===== src/rtl/lc_pkg.sv =====
package lc_pkg;
   typedef enum logic [2:0] {
      ST_IDLE,
      ST_SPEC,
      ST_AGC,
      ST_READY,
      ST_BURST
   } lc_state_e;
endpackage


===== src/rtl/lc_trig_gen.sv =====
module lc_trig_gen #(
   parameter int REF_DIV = 1500
) (
   input  logic clk,
   input  logic rst_n,
   input  logic ref_tick,
   output logic trig
);
   localparam int RW = (REF_DIV > 1) ? $clog2(REF_DIV) : 1;
   localparam logic [RW-1:0] LAST = RW'(REF_DIV - 1);

   logic [RW-1:0] cnt_q;

   always_ff @(posedge clk) begin
      if (!rst_n) begin
         cnt_q <= '0;
         trig  <= 1'b0;
      end else begin
         trig <= 1'b0;
         if (ref_tick) begin
            if (cnt_q == LAST) begin
               cnt_q <= '0;
               trig  <= 1'b1;
            end else begin
               cnt_q <= cnt_q + 1'b1;
            end
         end
      end
   end
endmodule


===== src/rtl/lc_decim.sv =====
module lc_decim #(
   parameter int DECIM = 2
) (
   input  logic clk,
   input  logic rst_n,
   input  logic clr,
   input  logic adv,
   output logic keep
);
   generate
      if (DECIM == 1) begin : g_pass
         assign keep = 1'b1;
      end else begin : g_phase
         localparam int PHW = $clog2(DECIM);
         localparam logic [PHW-1:0] PH_LAST = PHW'(DECIM - 1);
         logic [PHW-1:0] phase_q;
         always_ff @(posedge clk) begin
            if (!rst_n || clr) begin
               phase_q <= '0;
            end else if (adv) begin
               phase_q <= (phase_q == PH_LAST) ? '0 : phase_q + 1'b1;
            end
         end
         assign keep = (phase_q == '0);
      end
   endgenerate
endmodule


===== src/rtl/lc_dual_buf.sv =====
module lc_dual_buf #(
   parameter int DEPTH = 64
) (
   input  logic                     clk,
   input  logic                     rst_n,
   input  logic                     wr_en,
   input  logic                     wr_odd,
   input  logic [$clog2(DEPTH)-1:0] wr_addr,
   input  logic                     wr_bit,
   input  logic [$clog2(DEPTH)-1:0] rd_addr,
   output logic                     rd_even,
   output logic                     rd_odd
);
   genvar b;
   generate
      for (b = 0; b < 2; b++) begin : g_bank
         logic [DEPTH-1:0] cells;
         always_ff @(posedge clk) begin
            if (!rst_n) begin
               cells <= '0;
            end else if (wr_en && (wr_odd == 1'(b))) begin
               cells[wr_addr] <= wr_bit;
            end
         end
      end
   endgenerate

   assign rd_even = g_bank[0].cells[rd_addr];
   assign rd_odd  = g_bank[1].cells[rd_addr];
endmodule


===== src/rtl/lc_ctrl.sv =====
module lc_ctrl
   import lc_pkg::*;
#(
   parameter int SCAN_PTS = 200,
   parameter int DEPTH    = 64
) (
   input  logic                     clk,
   input  logic                     rst_n,
   input  logic                     trig,
   input  logic                     din_vld,
   input  logic                     load_stb,
   input  logic                     keep,
   output lc_state_e                state,
   output logic                     wr_en,
   output logic                     wr_odd,
   output logic [$clog2(DEPTH)-1:0] wr_addr,
   output logic [$clog2(DEPTH)-1:0] rd_addr,
   output logic                     dec_clr,
   output logic                     dec_adv
);
   localparam int LINE_BITS = 2 * DEPTH;
   localparam int KW = $clog2(LINE_BITS);
   localparam int AW = $clog2(DEPTH);
   localparam int PW = $clog2(SCAN_PTS);
   localparam logic [PW-1:0] PT_LAST = PW'(SCAN_PTS - 1);
   localparam logic [KW-1:0] K_LAST  = KW'(LINE_BITS - 1);
   localparam logic [AW-1:0] B_LAST  = AW'(DEPTH - 1);

   logic [PW-1:0] pt_q;
   logic [KW-1:0] k_q;
   logic [AW-1:0] bidx_q;

   assign wr_en   = din_vld && (((state == ST_SPEC) && keep) || (state == ST_AGC));
   assign wr_odd  = k_q[0];
   assign wr_addr = k_q[KW-1:1];
   assign rd_addr = bidx_q;
   assign dec_clr = (state == ST_IDLE);
   assign dec_adv = (state == ST_SPEC) && din_vld;

   always_ff @(posedge clk) begin
      if (!rst_n) begin
         state  <= ST_IDLE;
         pt_q   <= '0;
         k_q    <= '0;
         bidx_q <= '0;
      end else begin
         unique case (state)
            ST_IDLE: if (trig) begin
               state <= ST_SPEC;
               pt_q  <= '0;
               k_q   <= '0;
            end
            ST_SPEC: if (din_vld) begin
               if (keep) k_q <= k_q + 1'b1;
               if (pt_q == PT_LAST) state <= ST_AGC;
               else                 pt_q  <= pt_q + 1'b1;
            end
            ST_AGC: if (din_vld) begin
               k_q <= k_q + 1'b1;
               if (k_q == K_LAST) state <= ST_READY;
            end
            ST_READY: if (load_stb) begin
               state  <= ST_BURST;
               bidx_q <= '0;
            end
            ST_BURST: begin
               bidx_q <= bidx_q + 1'b1;
               if (bidx_q == B_LAST) state <= ST_IDLE;
            end
            default: state <= ST_IDLE;
         endcase
      end
   end
endmodule


===== src/rtl/lc_line_capture.sv =====
module lc_line_capture
   import lc_pkg::*;
#(
   parameter int REF_DIV  = 1500,
   parameter int SCAN_PTS = 200,
   parameter int DECIM    = 2,
   parameter int AGC_BITS = 28,
   parameter int DEPTH    = 64
) (
   input  logic clk,
   input  logic rst_n,
   input  logic ref_tick,
   input  logic din,
   input  logic din_vld,
   input  logic load_stb,
   output logic scan_trig,
   output logic line_rdy,
   output logic burst_vld,
   output logic burst_even,
   output logic burst_odd
);
   localparam int AW = $clog2(DEPTH);
   localparam int KEPT = SCAN_PTS / DECIM;

   generate
      if (DECIM < 1 || (SCAN_PTS % DECIM) != 0) begin : g_bad_decim
         $error("SCAN_PTS must be a multiple of DECIM");
      end
      if (KEPT + AGC_BITS != 2 * DEPTH || AGC_BITS < 1) begin : g_bad_line
         $error("kept points plus AGC bits must fill both banks");
      end
      if (DEPTH < 2 || REF_DIV < 2 || SCAN_PTS < 2) begin : g_bad_size
         $error("DEPTH, REF_DIV and SCAN_PTS must be at least 2");
      end
   endgenerate

   lc_state_e         state;
   logic              keep, wr_en, wr_odd, dec_clr, dec_adv;
   logic              rd_even, rd_odd;
   logic [AW-1:0]     wr_addr, rd_addr;

   lc_trig_gen #(.REF_DIV(REF_DIV)) u_trig (
      .clk(clk), .rst_n(rst_n), .ref_tick(ref_tick), .trig(scan_trig)
   );

   lc_decim #(.DECIM(DECIM)) u_decim (
      .clk(clk), .rst_n(rst_n), .clr(dec_clr), .adv(dec_adv), .keep(keep)
   );

   lc_ctrl #(.SCAN_PTS(SCAN_PTS), .DEPTH(DEPTH)) u_ctrl (
      .clk(clk), .rst_n(rst_n), .trig(scan_trig), .din_vld(din_vld),
      .load_stb(load_stb), .keep(keep), .state(state), .wr_en(wr_en),
      .wr_odd(wr_odd), .wr_addr(wr_addr), .rd_addr(rd_addr),
      .dec_clr(dec_clr), .dec_adv(dec_adv)
   );

   lc_dual_buf #(.DEPTH(DEPTH)) u_buf (
      .clk(clk), .rst_n(rst_n), .wr_en(wr_en), .wr_odd(wr_odd),
      .wr_addr(wr_addr), .wr_bit(din), .rd_addr(rd_addr),
      .rd_even(rd_even), .rd_odd(rd_odd)
   );

   assign line_rdy = (state == ST_READY) || (state == ST_BURST);

   always_ff @(posedge clk) begin
      if (!rst_n) begin
         burst_vld  <= 1'b0;
         burst_even <= 1'b0;
         burst_odd  <= 1'b0;
      end else begin
         burst_vld  <= (state == ST_BURST);
         burst_even <= (state == ST_BURST) ? rd_even : 1'b0;
         burst_odd  <= (state == ST_BURST) ? rd_odd  : 1'b0;
      end
   end
endmodule


===== config.mk =====
export PLATFORM = sky130hd
export DESIGN_NAME = lc_line_capture
export DESIGN_NICKNAME = d
export VERILOG_FILES = /design/src/rtl/lc_pkg.sv /design/src/rtl/lc_trig_gen.sv /design/src/rtl/lc_decim.sv /design/src/rtl/lc_dual_buf.sv /design/src/rtl/lc_ctrl.sv /design/src/rtl/lc_line_capture.sv
export SDC_FILE = /design/constraint.sdc
export NUM_CORES = 1
export LEC_CHECK = 0
export ABC_AREA = 1
export ABC_CLOCK_PERIOD_IN_PS = 3050
export BUFFER_PORTS_ARGS = -buffer_cell sky130_fd_sc_hd__buf_4
export CORE_UTILIZATION = 50
export DETAILED_ROUTE_END_ITERATION = 8
export HOLD_SLACK_MARGIN = 0.15
export PLACE_DENSITY_LB_ADDON = 0.15
export SLEW_MARGIN = 40
export SYNTH_ARGS = -nofsm -noshare
export SYNTH_HDL_FRONTEND = slang
export SYNTH_HIERARCHICAL = 1
export SYNTH_SLANG_ARGS = --single-unit

===== constraint.sdc =====
create_clock -name clk -period 3.05 [get_ports clk]
set_input_delay 0.305 -clock clk [delete_from_list [all_inputs] [get_ports clk]]
set_output_delay 0.305 -clock clk [all_outputs]
set_load 0.005 [all_outputs]

==> reports/results.txt <==
Cell Rows: 48
Die Span Y: 135.7 um
PortBufs: 10
Fraction of registers with async set/reset: 0%
Sw Ratio: 31.43%
Fmax: 393.2 MHz
Syn avg cell area: 6.388 um2
Setup_tns: 0 ns
Leak: 3.230 nW
Critical Path RT: 3.36 ns
CTS Buf Count: 17
Net switching power: 1.697 mW
Synth Instances: 1399
Distinct cell type count of the synthesized netlist: 38
WL/cell: 15.02 um
CTS resizes: 0
CP endpoint kind: flop
Worst skew pair latency: 0.43 ns
Setup Fix Bufs, Post-CTS: 0
Clock transition at path regs: 0.06 ns
Worst IR drop on VDD: 0.6423 mV
DR vias: 8804
Total power: 5.401 mW
Tmin final: 2.543 ns
Relative slew slack: 52.04%
Max_cap viols: 0
Synth Register Bits: 168
Seq pwr share: 43.0%
Root Buffer: clkbuf_16
Critical Path AT: 2.86 ns
Nets: 1371
Syn-to-layout area delta: 7.630%
Final WL: 24020 um
Clk pwr share: 39.2%
Worst slew pin tran: 0.7184 ns
Hold slack: 0.2047 ns
Syn Std Cell Area: 0.008937 mm2
Largest net degree at the start of global routing: 96
CTS Hold Bufs: 0
Initial Utilization: 51.49%
Die footprint: 0.01841 mm2
Post-synth EDFFs: 0
Layout cells sized above 1: 6.041%
Syn Nets: 1409
H-tree depth: 4
Ports: 11
Number of global-route vias before repair: 7775
Crit Path Max Fanout: 95
Synth area leader: dfxtp_1
DP Wirelength: 14510 um
Synth area leaders: dfxtp_1 38%, nand2_1 18%, nand3_1 16%
Core area: 0.01736 mm2
Comb power frac: 17.8%
DRC viols: 0
Synth warnings: 6
Worst min path class: in -> reg
Antenna diodes: 0
Kind of critical path: reg -> reg
DRT iter0 DRCs: 931
Run status: finished clean
Placer congestion estimate: 0.8528
Cell Int Power: 3.704 mW
Vias/cell: 5.506
Initial antenna violation count: 0
CTS tree: done
Critical Path Source Type: flop
Endpoints failing hold: 0
Global Route Usage Sum: 27.32%
Chip width: 135.7 um
Total grt overflow: 0
Slew Viols, Final: 0
TritonCTS Sinks: 168
Post-synth top cells: 420 x nand2_1, 277 x nand3_1, 168 x dfxtp_1
Yosys top cell area share: 37.63%
DRT Pass-1 Iters: 5
Global-route wire length before repair: 39640 um
ANT nets after route: 0
Final Util: 55.42%
Count leader, synth: nand2_1
Power per cell area: 561.5 mW/mm2
Sequential fraction of the synthesis area: 37.63%
Period utilisation layout: 83.39%
Unrepaired setup endpoints after global routing: no
Dominant synthesized flop cell: dfxtp_1
Clock skew: 0.008764 ns
CTS max path bufs: 2
Final setup vio count: 0
## path summary, 6_finish.rpt
| kind | startpoint | to | slack [ns] | cells after the start |
|---|---|---|---|---|
| setup / recovery | u_ctrl/state[0]$_SDFFE_PN0P_ | u_buf/g_bank[0].cells[20]$_SDFFE_PN0P_ | 0.51 | 11 |
| hold / removal | ref_tick | u_trig/cnt_q[1]$_SDFFE_PN0P_ | 0.20 | 3 |
| setup reg to reg | u_ctrl/state[0]$_SDFFE_PN0P_ | u_buf/g_bank[0].cells[20]$_SDFFE_PN0P_ | 0.51 | 11 |
| hold reg to reg | u_buf/g_bank[1].cells[53]$_SDFFE_PN0P_ | u_buf/g_bank[1].cells[53]$_SDFFE_PN0P_ | 0.45 | 2 |
## per-stage QoR
| step | std cells | instance area, um2 | worst slack, ns |
|---|---|---|---|
| global placement | 1567 | 9046 | 0.6665 |
| CTS | 1599 | 9619 | 0.5150 |
| detailed placement | 1567 | 9046 | 0.6174 |
| floorplan | 1399 | 8937 | 1.031 |
| global route | 1599 | 9619 | 0.2508 |
| finish | 1599 | 9619 | 0.5067 |
## area by class of cell
type	count	area (um2)
well taps	225	281.5
fillers	1732	7737
clock buffers	20	446.7
multi-input cells	1044	4743
repair buffers	24	255.2
flip-flops and latches	168	3364
inverters	106	401.6
clock inverters	12	126.4
## registers in the layout, summed over array words and instances (netlist names)
name,flops
u_decim/g_phase.phase_q,1
u_ctrl/rd_addr,6
u_trig/cnt_q,11
burst_odd,1
u_trig/trig,1
u_ctrl/pt_q,8
u_ctrl/state,3
burst_vld,1
u_ctrl/k_q,7
u_buf/g_bank.cells,128
burst_even,1
## worst max-delay path, stage by stage (launching register included)
cell and delay, ns:
dfxtp_1 0.46, nor2_2 0.22, nand2_1 0.13, nand2_2 0.16, inv_1 0.10, a211oi_1 0.34, inv_2 0.09, nor2_4 0.12
buf_12 0.35, nand3_1 0.15, o21ai_0 0.19, a21oi_1 0.06
## power by group through the flow
stage               Sequential [mW]  Clock (mW)  Combinational (mW)
floorplan                      2.33           0               0.814
global placement               2.37           0               0.942
detailed placement             2.37           0               0.945
CTS                            2.32        2.16               0.955
global route                   2.33        2.25                1.08
finish                         2.32        2.12               0.961
## layout by cell type, fill, tap and decap left out, types with 3 or more instances in the layout
| cell type | synthesis | routed |
|---|---|---|
| nor2_4 | 3 | 3 |
| nor2_1 | 91 | 91 |
| buf_12 | 0 | 6 |
| o21ai_1 | 13 | 13 |
| nand4_1 | 4 | 4 |
| nand2_1 | 420 | 420 |
| a21oi_1 | 155 | 155 |
| buf_4 | 12 | 18 |
| nand3_1 | 277 | 277 |
| clkinv_2 | 0 | 6 |
| nor3_1 | 6 | 6 |
| inv_2 | 6 | 5 |
| nor2_2 | 4 | 4 |
| dfxtp_1 | 168 | 167 |
| o21bai_1 | 3 | 3 |
| o21ai_0 | 35 | 35 |
| xor2_1 | 5 | 5 |
| clkbuf_16 | 0 | 17 |
| ha_1 | 4 | 4 |
| nand2_2 | 6 | 6 |
| inv_1 | 99 | 99 |
## logic make-up (layout without fill, tap and decap cells)
| family | after synthesis | in the layout | synth area share [%] |
|---|---|---|---|
| buffers and inverters | 187 | 162 | 9.296 |
| and+or+nand+nor | 823 | 823 | 39.86 |
| DFF | 168 | 168 | 37.63 |
| xor gates and xnor gates | 6 | 6 | 0.5880 |
| AOI/OAI and AO/OA | 211 | 211 | 12.07 |
| adders and majority gates | 4 | 4 | 0.5600 |
## routing by layer
layer  global-route usage (%)  wire [um]
met2                    43.06      11010
met1                    38.25      11260
met4                    7.553        376
met3                    4.527       1378
met5                        0          0
(Power assumes the default switching activity.)
